File: config.mk
export PLATFORM = sky130hd
export DESIGN_NAME = shift_slice
export DESIGN_NICKNAME = d
export VERILOG_FILES = /design/src/rtl/slice_pkg.sv /design/src/rtl/slice_clkgen.sv /design/src/rtl/slice_bitdet.sv /design/src/rtl/shift_slice.sv
export SDC_FILE = /design/constraint.sdc
export NUM_CORES = 1
export LEC_CHECK = 0
export ABC_AREA = 0
export BUFFER_PORTS_ARGS = -buffer_cell sky130_fd_sc_hd__buf_4
export CAP_MARGIN = 0
export CORE_ASPECT_RATIO = 0.6
export CORE_MARGIN = 2
export CORE_UTILIZATION = 60
export DETAILED_ROUTE_END_ITERATION = 16
export HOLD_SLACK_MARGIN = 0.08
export PLACE_DENSITY = 0.8
export SYNTH_ARGS = -nofsm -noshare
export SYNTH_HDL_FRONTEND = slang
export SYNTH_SLANG_ARGS = --single-unit
File: constraint.sdc
create_clock -name clk_i -period 4.5 [get_ports clk_i]
set_input_delay 0.9 -clock clk_i [delete_from_list [all_inputs] [get_ports clk_i]]
set_output_delay 0.9 -clock clk_i [all_outputs]
set_load 0.02 [all_outputs]
File: src/rtl/slice_pkg.sv
package slice_pkg;
    localparam int CFG_W    = 9;
    localparam int MAX_STEP = 8;

    // field order equals bit order of the configuration word (bit 0 last)
    typedef struct packed {
        logic       inv_qual;   // bit 8
        logic [1:0] width_sel;  // bits 7:6
        logic [1:0] bit_cond;   // bits 5:4
        logic       inv_sclk;   // bit 3
        logic       ext_src;    // bit 2
        logic       fall_edge;  // bit 1
        logic       match_en;   // bit 0
    } slice_cfg_t;

    typedef enum logic [1:0] {
        ST_FILL = 2'd0,
        ST_SWAP = 2'd1,
        ST_CMP  = 2'd2
    } slice_state_e;
endpackage

File: src/rtl/slice_clkgen.sv
module slice_clkgen #(
    parameter int CNT_W = 16
) (
    input  logic             clk_i,
    input  logic             rst_ni,
    input  logic [CNT_W-1:0] preload_i,
    input  logic             ld_i,
    input  logic [CNT_W-1:0] ld_val_i,
    input  logic             ext_sel_i,
    input  logic             fall_i,
    input  logic             ext_clk_i,
    output logic             tick_o
);
    logic [CNT_W-1:0] cnt_q;
    logic [2:0]       sync_q;
    logic             int_tick, ext_tick;

    always_ff @(posedge clk_i or negedge rst_ni) begin
        if (!rst_ni)            cnt_q <= '0;
        else if (ld_i)          cnt_q <= ld_val_i;
        else if (cnt_q == '0)   cnt_q <= preload_i;
        else                    cnt_q <= cnt_q - 1'b1;
    end

    always_ff @(posedge clk_i or negedge rst_ni) begin
        if (!rst_ni) sync_q <= '0;
        else         sync_q <= {sync_q[1:0], ext_clk_i};
    end

    assign int_tick = (cnt_q == '0);
    assign ext_tick = fall_i ? (!sync_q[1] && sync_q[2]) : (sync_q[1] && !sync_q[2]);
    assign tick_o   = ext_sel_i ? ext_tick : int_tick;

    AST_CNT_RELOAD: assert property (@(posedge clk_i) disable iff (!rst_ni)
        (!ld_i && cnt_q == '0) |=> cnt_q == $past(preload_i));
    AST_CNT_DOWN: assert property (@(posedge clk_i) disable iff (!rst_ni)
        (!ld_i && cnt_q != '0) |=> cnt_q == $past(cnt_q) - 1'b1);
endmodule

File: src/rtl/slice_bitdet.sv
module slice_bitdet (
    input  logic       clk_i,
    input  logic       rst_ni,
    input  logic [1:0] cond_i,
    input  logic       bit_i,
    output logic       irq_o
);
    logic prev_q, hit;

    always_comb begin
        unique case (cond_i)
            2'd0:    hit = bit_i && !prev_q;
            2'd1:    hit = !bit_i && prev_q;
            2'd2:    hit = !bit_i;
            default: hit = bit_i;
        endcase
    end

    always_ff @(posedge clk_i or negedge rst_ni) begin
        if (!rst_ni) begin
            prev_q <= 1'b0;
            irq_o  <= 1'b0;
        end else begin
            prev_q <= bit_i;
            irq_o  <= hit;
        end
    end
endmodule

File: src/rtl/shift_slice.sv
module shift_slice
    import slice_pkg::*;
#(
    parameter int DATA_W = 32,
    parameter int CNT_W  = 16,
    parameter int ADDR_W = 3
) (
    input  logic              clk_i,
    input  logic              rst_ni,
    input  logic              wr_en_i,
    input  logic [ADDR_W-1:0] addr_i,
    input  logic [DATA_W-1:0] wr_data_i,
    output logic [DATA_W-1:0] rd_data_o,
    input  logic [7:0]        din_i,
    output logic [7:0]        dout_o,
    input  logic              ext_clk_i,
    input  logic              qual_i,
    output logic              sclk_o,
    output logic              exch_irq_o,
    output logic              match_irq_o,
    output logic              bit_irq_o
);
    localparam int BC_W = $clog2(DATA_W);   // DATA_W must be a power of two

    slice_cfg_t          cfg_q;
    logic [CNT_W-1:0]    preload_q;
    logic [DATA_W-1:0]   data_q, shadow_q, pattern_q, mask_q, data_nx;
    logic [BC_W-1:0]     bitcnt_q;
    logic [BC_W:0]       bit_sum, step;
    logic                tick, qual_act, shift_en, wrap, hit;
    logic                cfg_wr, pre_wr, data_wr;
    slice_state_e        state_q, state_nx;

    assign cfg_wr  = wr_en_i && addr_i == ADDR_W'(0);
    assign pre_wr  = wr_en_i && addr_i == ADDR_W'(1);
    assign data_wr = wr_en_i && addr_i == ADDR_W'(2);

    slice_clkgen #(.CNT_W(CNT_W)) i_clkgen (
        .clk_i     (clk_i),
        .rst_ni    (rst_ni),
        .preload_i (preload_q),
        .ld_i      (pre_wr),
        .ld_val_i  (wr_data_i[CNT_W-1:0]),
        .ext_sel_i (cfg_q.ext_src),
        .fall_i    (cfg_q.fall_edge),
        .ext_clk_i (ext_clk_i),
        .tick_o    (tick)
    );

    slice_bitdet i_bitdet (
        .clk_i  (clk_i),
        .rst_ni (rst_ni),
        .cond_i (cfg_q.bit_cond),
        .bit_i  (din_i[0]),
        .irq_o  (bit_irq_o)
    );

    assign qual_act = qual_i ^ cfg_q.inv_qual;
    assign shift_en = tick && qual_act && !data_wr;
    assign step     = (BC_W+1)'(1) << cfg_q.width_sel;
    assign bit_sum  = {1'b0, bitcnt_q} + step;
    assign wrap     = bit_sum[BC_W];
    assign hit      = ((data_q ^ pattern_q) & mask_q) == '0;

    always_comb begin
        unique case (cfg_q.width_sel)
            2'd0:    data_nx = {din_i[0],   data_q[DATA_W-1:1]};
            2'd1:    data_nx = {din_i[1:0], data_q[DATA_W-1:2]};
            2'd2:    data_nx = {din_i[3:0], data_q[DATA_W-1:4]};
            default: data_nx = {din_i[7:0], data_q[DATA_W-1:8]};
        endcase
    end

    // register file
    always_ff @(posedge clk_i or negedge rst_ni) begin
        if (!rst_ni) begin
            cfg_q     <= '0;
            preload_q <= '0;
            pattern_q <= '0;
            mask_q    <= '0;
        end else if (wr_en_i) begin
            unique case (addr_i)
                ADDR_W'(0): cfg_q     <= wr_data_i[CFG_W-1:0];
                ADDR_W'(1): preload_q <= wr_data_i[CNT_W-1:0];
                ADDR_W'(4): pattern_q <= wr_data_i;
                ADDR_W'(5): mask_q    <= wr_data_i;
                default:    ;
            endcase
        end
    end

    // data path: data register, bit counter, shadow
    always_ff @(posedge clk_i or negedge rst_ni) begin
        if (!rst_ni) begin
            data_q   <= '0;
            bitcnt_q <= '0;
            shadow_q <= '0;
        end else begin
            if (data_wr) begin
                data_q   <= wr_data_i;
                bitcnt_q <= '0;
            end else if (shift_en) begin
                data_q   <= data_nx;
                bitcnt_q <= bit_sum[BC_W-1:0];
            end
            if (state_q == ST_SWAP) shadow_q <= data_q;
        end
    end

    // state register
    always_ff @(posedge clk_i or negedge rst_ni) begin
        if (!rst_ni) state_q <= ST_FILL;
        else         state_q <= state_nx;
    end

    always_comb begin
        state_nx = ST_FILL;
        if (shift_en) begin
            if (cfg_q.match_en) state_nx = ST_CMP;
            else if (wrap)      state_nx = ST_SWAP;
        end
    end

    // outputs
    always_comb begin
        exch_irq_o  = 1'b0;
        match_irq_o = 1'b0;
        unique case (state_q)
            ST_SWAP: exch_irq_o  = 1'b1;
            ST_CMP:  match_irq_o = hit;
            default: ;
        endcase
    end

    assign sclk_o = tick ^ cfg_q.inv_sclk;
    assign dout_o = data_q[7:0];

    always_comb begin
        unique case (addr_i)
            ADDR_W'(0): rd_data_o = {{(DATA_W-CFG_W){1'b0}}, cfg_q};
            ADDR_W'(1): rd_data_o = {{(DATA_W-CNT_W){1'b0}}, preload_q};
            ADDR_W'(2): rd_data_o = data_q;
            ADDR_W'(3): rd_data_o = shadow_q;
            ADDR_W'(4): rd_data_o = pattern_q;
            ADDR_W'(5): rd_data_o = mask_q;
            default:    rd_data_o = '0;
        endcase
    end

    AST_HOLD_UNQUAL: assert property (@(posedge clk_i) disable iff (!rst_ni)
        (!qual_act && !data_wr) |=> $stable(data_q));
    AST_SWAP_COPY: assert property (@(posedge clk_i) disable iff (!rst_ni)
        (state_q == ST_SWAP) |=> shadow_q == $past(data_q));
    AST_MATCH_NO_SWAP: assert property (@(posedge clk_i) disable iff (!rst_ni)
        cfg_q.match_en |=> !exch_irq_o);
endmodule

# Word-level counts from Yosys, hierarchy flattened
# Index checks and enable logic that the tools add are counted.
# op_classes
multipliers	0
div_mod_pow	0
reduce_logical	23
mux	16
n_shift	1
addsub	2
n_eq_ne	11
order_cmp	0
bitwise	4
# op_table
cell	n
case mux 32 bit (6 select lines)	1
case mux 32 bit (3 select lines)	1
two-way mux 32 bit	2
AND 32 bit	1
zero test 32 bit	1
two-way mux 16 bit	2
bitwise XOR 32 bit	1
zero test 16 bit	1
subtractor 16 x 1 -> 16 bit (second input constant)	1
two-way mux 5 bit	2
logical AND 1 bit	8
AND reduction 2 bit	4
adder 5 x 6 -> 6 bit	1
equality test 2 x 1 -> 1 bit (second input constant)	3
equality test 2 bit (second input constant)	3
equality test 3 x 2 -> 1 bit (second input constant)	2
equality test 3 bit (second input constant)	2
left shift 1 x 2 -> 6 bit (first input constant)	1
zero test 1 bit	5
two-way mux 1 bit	5
zero test 2 bit	2
two-way mux 2 bit	2
equality test 3 x 1 -> 1 bit (second input constant)	1
zero test 3 bit	1
other kinds (3)	4
# totals
mem_bits_rw	0
latch_bits	0
output_inout_bits	44
register_bits	181
memories	0
mem_bits_ro	0
word_cells	75

# Depth between registers and ports, before layout
# depth
depth_word	8
ltp_mapped	11

# By module
# From an unflattened synthesis, not the netlist that was laid out.
# unflattened
cells_unflattened	848
area_unflattened_um2	10433.8
# modules_own_cells
mod	area_per_inst_um2	seq_area_each_um2	instances	cells_each
shift_slice	9125.0	4003.8	1	696
slice_clkgen	1216.2	475.5	1	145
slice_bitdet	92.6	50.0	1	7

# Worst setup path before layout
# Ideal clock, no wire load.
# synth_timing
path_kind	input -> output
start	input port addr_i[0]
end	output port rd_data_o[7]
required_ps	3600
n_path_buf	3
slack_ps	1059
stages	5
arrival_time_ps	2541
path_cell_list	buf_2 -> buf_1 -> clkbuf_1 -> a31oi_1 -> o221ai_1
# synth_via
elab_chain_len	2
elab_cells_between_ends	7
classes_between	5 x eq/ne; 1 x mux; 1 x reduce/logical
# synth_rtl
element	line	rtl
from (decl)	shift_slice.sv:11	input logic [ADDR_W-1:0] addr_i,
equality test 3 bit (tied with other cells)	shift_slice.sv:139	unique case (addr_i)
case mux 32 bit (6 select lines) *	shift_slice.sv:139	
to (decl)	shift_slice.sv:13	output logic [DATA_W-1:0] rd_data_o,
# Mark *: on every way between the ends. The rest lies on a longest branch, timed or not.

# Worst setup path in the final report
# layout_timing
start	input port addr_i[0]
end	output port rd_data_o[10]
# Same word-level chain as after synthesis.

==> metrics.txt <==
PortBufs=91; root buf cell=clkbuf_16; first-pass GRT wire length=42950 um; WP data arrival=2.73 ns; FF+latch count, synth=181; clock sinks=181; Core ar.=0.01622 mm2; postcts setup bufs=0; Pint=4.053 mW; CP Capture Type=output port; most frequent CP cell=buf_4; leading cell types in the layout, fill and taps excluded=dfrtp_1 (179), mux2_2 (107), buf_4 (104); hold_buf cts=0; Yosys warning count=0; initial antenna violation count=0; crit path max-delay cell type=nor2b_1; Clk network pwr share=25.7%; clk_lat worst skew=0.43 ns; relative slew slack=31.44%; Starting Density=61.41%; Hold Fails Final Rpt=0; routed len/inst=24.04 um; GRT Overall Usage=32.30%; DR pass1 iterations=6; Clk pin slew, worst setup/hold paths=0.07 ns; Mapped Nets=913; Worst Hold Class=register to register; Stages on worst setup path=5; synth-to-layout area growth=15.06%; Gate power share=31.5%; TritonCTS Buffers=17; Setup crit start kind=input pin; Reg area=0.004532 mm2; drt drc=0; reported leakage power=5.357 nW; I/O pins=92; crit path cell chain=buf_4 > nor2b_1 > a2bb2oi_1 > o221ai_1 > buf_4; internal reg-to-reg setup slack=1.80 ns; Placed Instances=1110; Std-Cell Rows=36; Setup Viol. Count Final=0; Die Area=0.01768 mm2; ratio of cells with drive above 1 in the final layout=31.94%; ANT nets after route=0; ys flop type=dfrtp_1; Worst Max-Slew Pin Slew=1.028 ns; R2R depth=7; asr flop ratio synth=100.0%; Switch Pwr=2.322 mW; post-route clock period utilization=80.75%; Critical Path RT=3.60 ns; power density cells=556.4 mW/mm2; die span in y=103.8 um; clk buf depth=2; commonest non-fill, non-tap cell in the layout=dfrtp_1; gr ovfl total=0; Mean Syn Cell Area=11.61 um2; DP Wirelength=18840 um; hold slack=0.3575 ns; Final Max Tran Viols=0; CP Class=input pin to output port; Vias/cell=6.548; CP max stage delay=0.70 ns; synthesized area=0.009958 mm2; Post-Layout Inst Area=0.01146 mm2; largest net degree at the start of global routing=96; CP bufs+invs=2; Final Core Density=70.66%; Area contributors post-synth=dfrtp_1 (45%), mux2_2 (12%), mux2i_1 (9.4%), mux4_2 (8.6%), nand2_1 (3.5%); status=completed; diode count=0; # fillers=1171; DRT Wirelength=27460 um; EDFF count, synth=0; setup TNS=0 ns; fin crit period=3.634 ns; Layout Skew=0.01270 ns; DR WL met2=11670 um; Sw Ratio=36.42%; Top Layer Used=met4; number of global-route vias before repair=7208; Final #Nets=975; Syn Inst Count=858; CTS tree=yes; DRT met1 WL=12480 um; Hold Path Cell Cnt=0; Synth top area share=45.48%; share of the yosys chip area belonging to registers=45.48%; Flop pwr share=42.7%; Via Count=7478; maximum capacitance violations=0; crit path max fanout=40; Post-CTS Resized=0; H-tree Lvls=4; post-synthesis cell type count=49; Starting DRT DRC Count=840; CP delay by family, top=simple AND/OR/NAND/NOR gates; chip width=170.3 um; GPL Wtd Cong=0.8562; area leader, netlist=dfrtp_1; Max IR drop VDD=0.0003178 V; RSZ-0062 raised after global routing=no; Achievable Freq=0.2752 GHz; Area after DPL=0.01081 mm2; WL met3=2988 um; area of the multi-input gates=0.005132 mm2; Finished Layout Cells=1142
-- metal layers --
metal	GRT usage (%)	vias up
met5	0	-
met2	44.05	439
met3	8.559	37
met4	6.044	0
li1	-	3248
met1	52.04	3754
-- kinds of logic (layout without fill, tap and decap cells) --
| family | count (synthesis) | after routing | synth area share [%] |
|---|---|---|---|
| simple gates | 168 | 168 | 7.702 |
| fa+ha+maj | 7 | 7 | 0.9549 |
| compound gates | 139 | 139 | 8.355 |
| buf+inv | 79 | 154 | 3.342 |
| mux | 240 | 240 | 30.29 |
| flops | 181 | 181 | 45.48 |
| xor+xnor | 44 | 44 | 3.870 |
-- through the flow --
stage	power [mW]	setup WS (ns)
after floorplan	3.935	1.059
after global placement	4.593	0.9745
after detailed placement	4.672	0.9186
after CTS	6.328	0.9108
after global routing	6.677	0.7747
final	6.375	0.8660
-- worst register-to-register path, cell delays in order, from the launching register on --
cell	delay, ns
dfrtp_1	0.41
nor4_1	0.69
and4_1	0.30
buf_4	0.19
o211ai_4	0.08
buf_4	0.35
or3_1	0.45
a21oi_1	0.16
-- synthesized netlist by cell type, types with 3 or more instances --
master,number
o21ai_0,66
buf_1,5
a22o_1,6
mux2i_1,94
nand2_1,94
mux4_2,38
a21oi_1,13
o22ai_1,29
xor2_1,35
nor3_1,4
nor3b_1,5
nor2b_1,8
buf_2,5
nand2b_1,3
dfrtp_1,181
clkbuf_1,46
a221oi_1,6
xnor2_1,9
nand4_1,3
buf_4,8
nand3_1,9
ha_1,6
inv_1,14
mux2_2,107
nor4_1,4
o221ai_1,4
a31oi_1,3
nor2_1,26
-- path summary, 6_finish.rpt --
kind                               startpoint                  to
min in group asynchronous              rst_ni  i_clkgen.cnt_q[13]
max                                 addr_i[0]       rd_data_o[10]
max in group asynchronous              rst_ni           mask_q[6]
min reg2reg                i_clkgen.sync_q[0]  i_clkgen.sync_q[1]
min                        i_clkgen.sync_q[0]  i_clkgen.sync_q[1]
max reg2reg                i_clkgen.cnt_q[10]         bitcnt_q[4]
-- sequential cells by signal, indices dropped and copies added, names as in the netlist --
signal / cells
state_q: 2
i_clkgen.sync_q: 3
bitcnt_q: 5
i_clkgen.cnt_q: 16
pattern_q: 32
i_bitdet.prev_q: 1
preload_q: 16
mask_q: 32
data_q: 32
cfg_q: 9
shadow_q: 32
i_bitdet.irq_o: 1
-- final cells by class --
| type | instances | area share [%] |
|---|---|---|
| Tap cell | 209 | 2.282 |
| Clock buffer | 20 | 3.986 |
| Inverter | 15 | 0.4914 |
| Multi-Input combinational cell | 598 | 44.79 |
| Timing Repair Buffer | 107 | 7.261 |
| Sequential cell | 181 | 39.55 |
| Clock inverter | 12 | 1.638 |
-- power by group through the flow --
stage | clock [mW] | combinational (mW) | sequential [mW]
3_3_place_gp | 0 | 1.90 | 2.69
4_1_cts | 1.65 | 1.99 | 2.69
6_report | 1.64 | 2.01 | 2.72
5_1_grt | 1.72 | 2.18 | 2.77
3_5_place_dp | 0 | 1.96 | 2.71
2_1_floorplan | 0 | 1.52 | 2.41
Note: power is estimated with default switching activity, not from simulation.
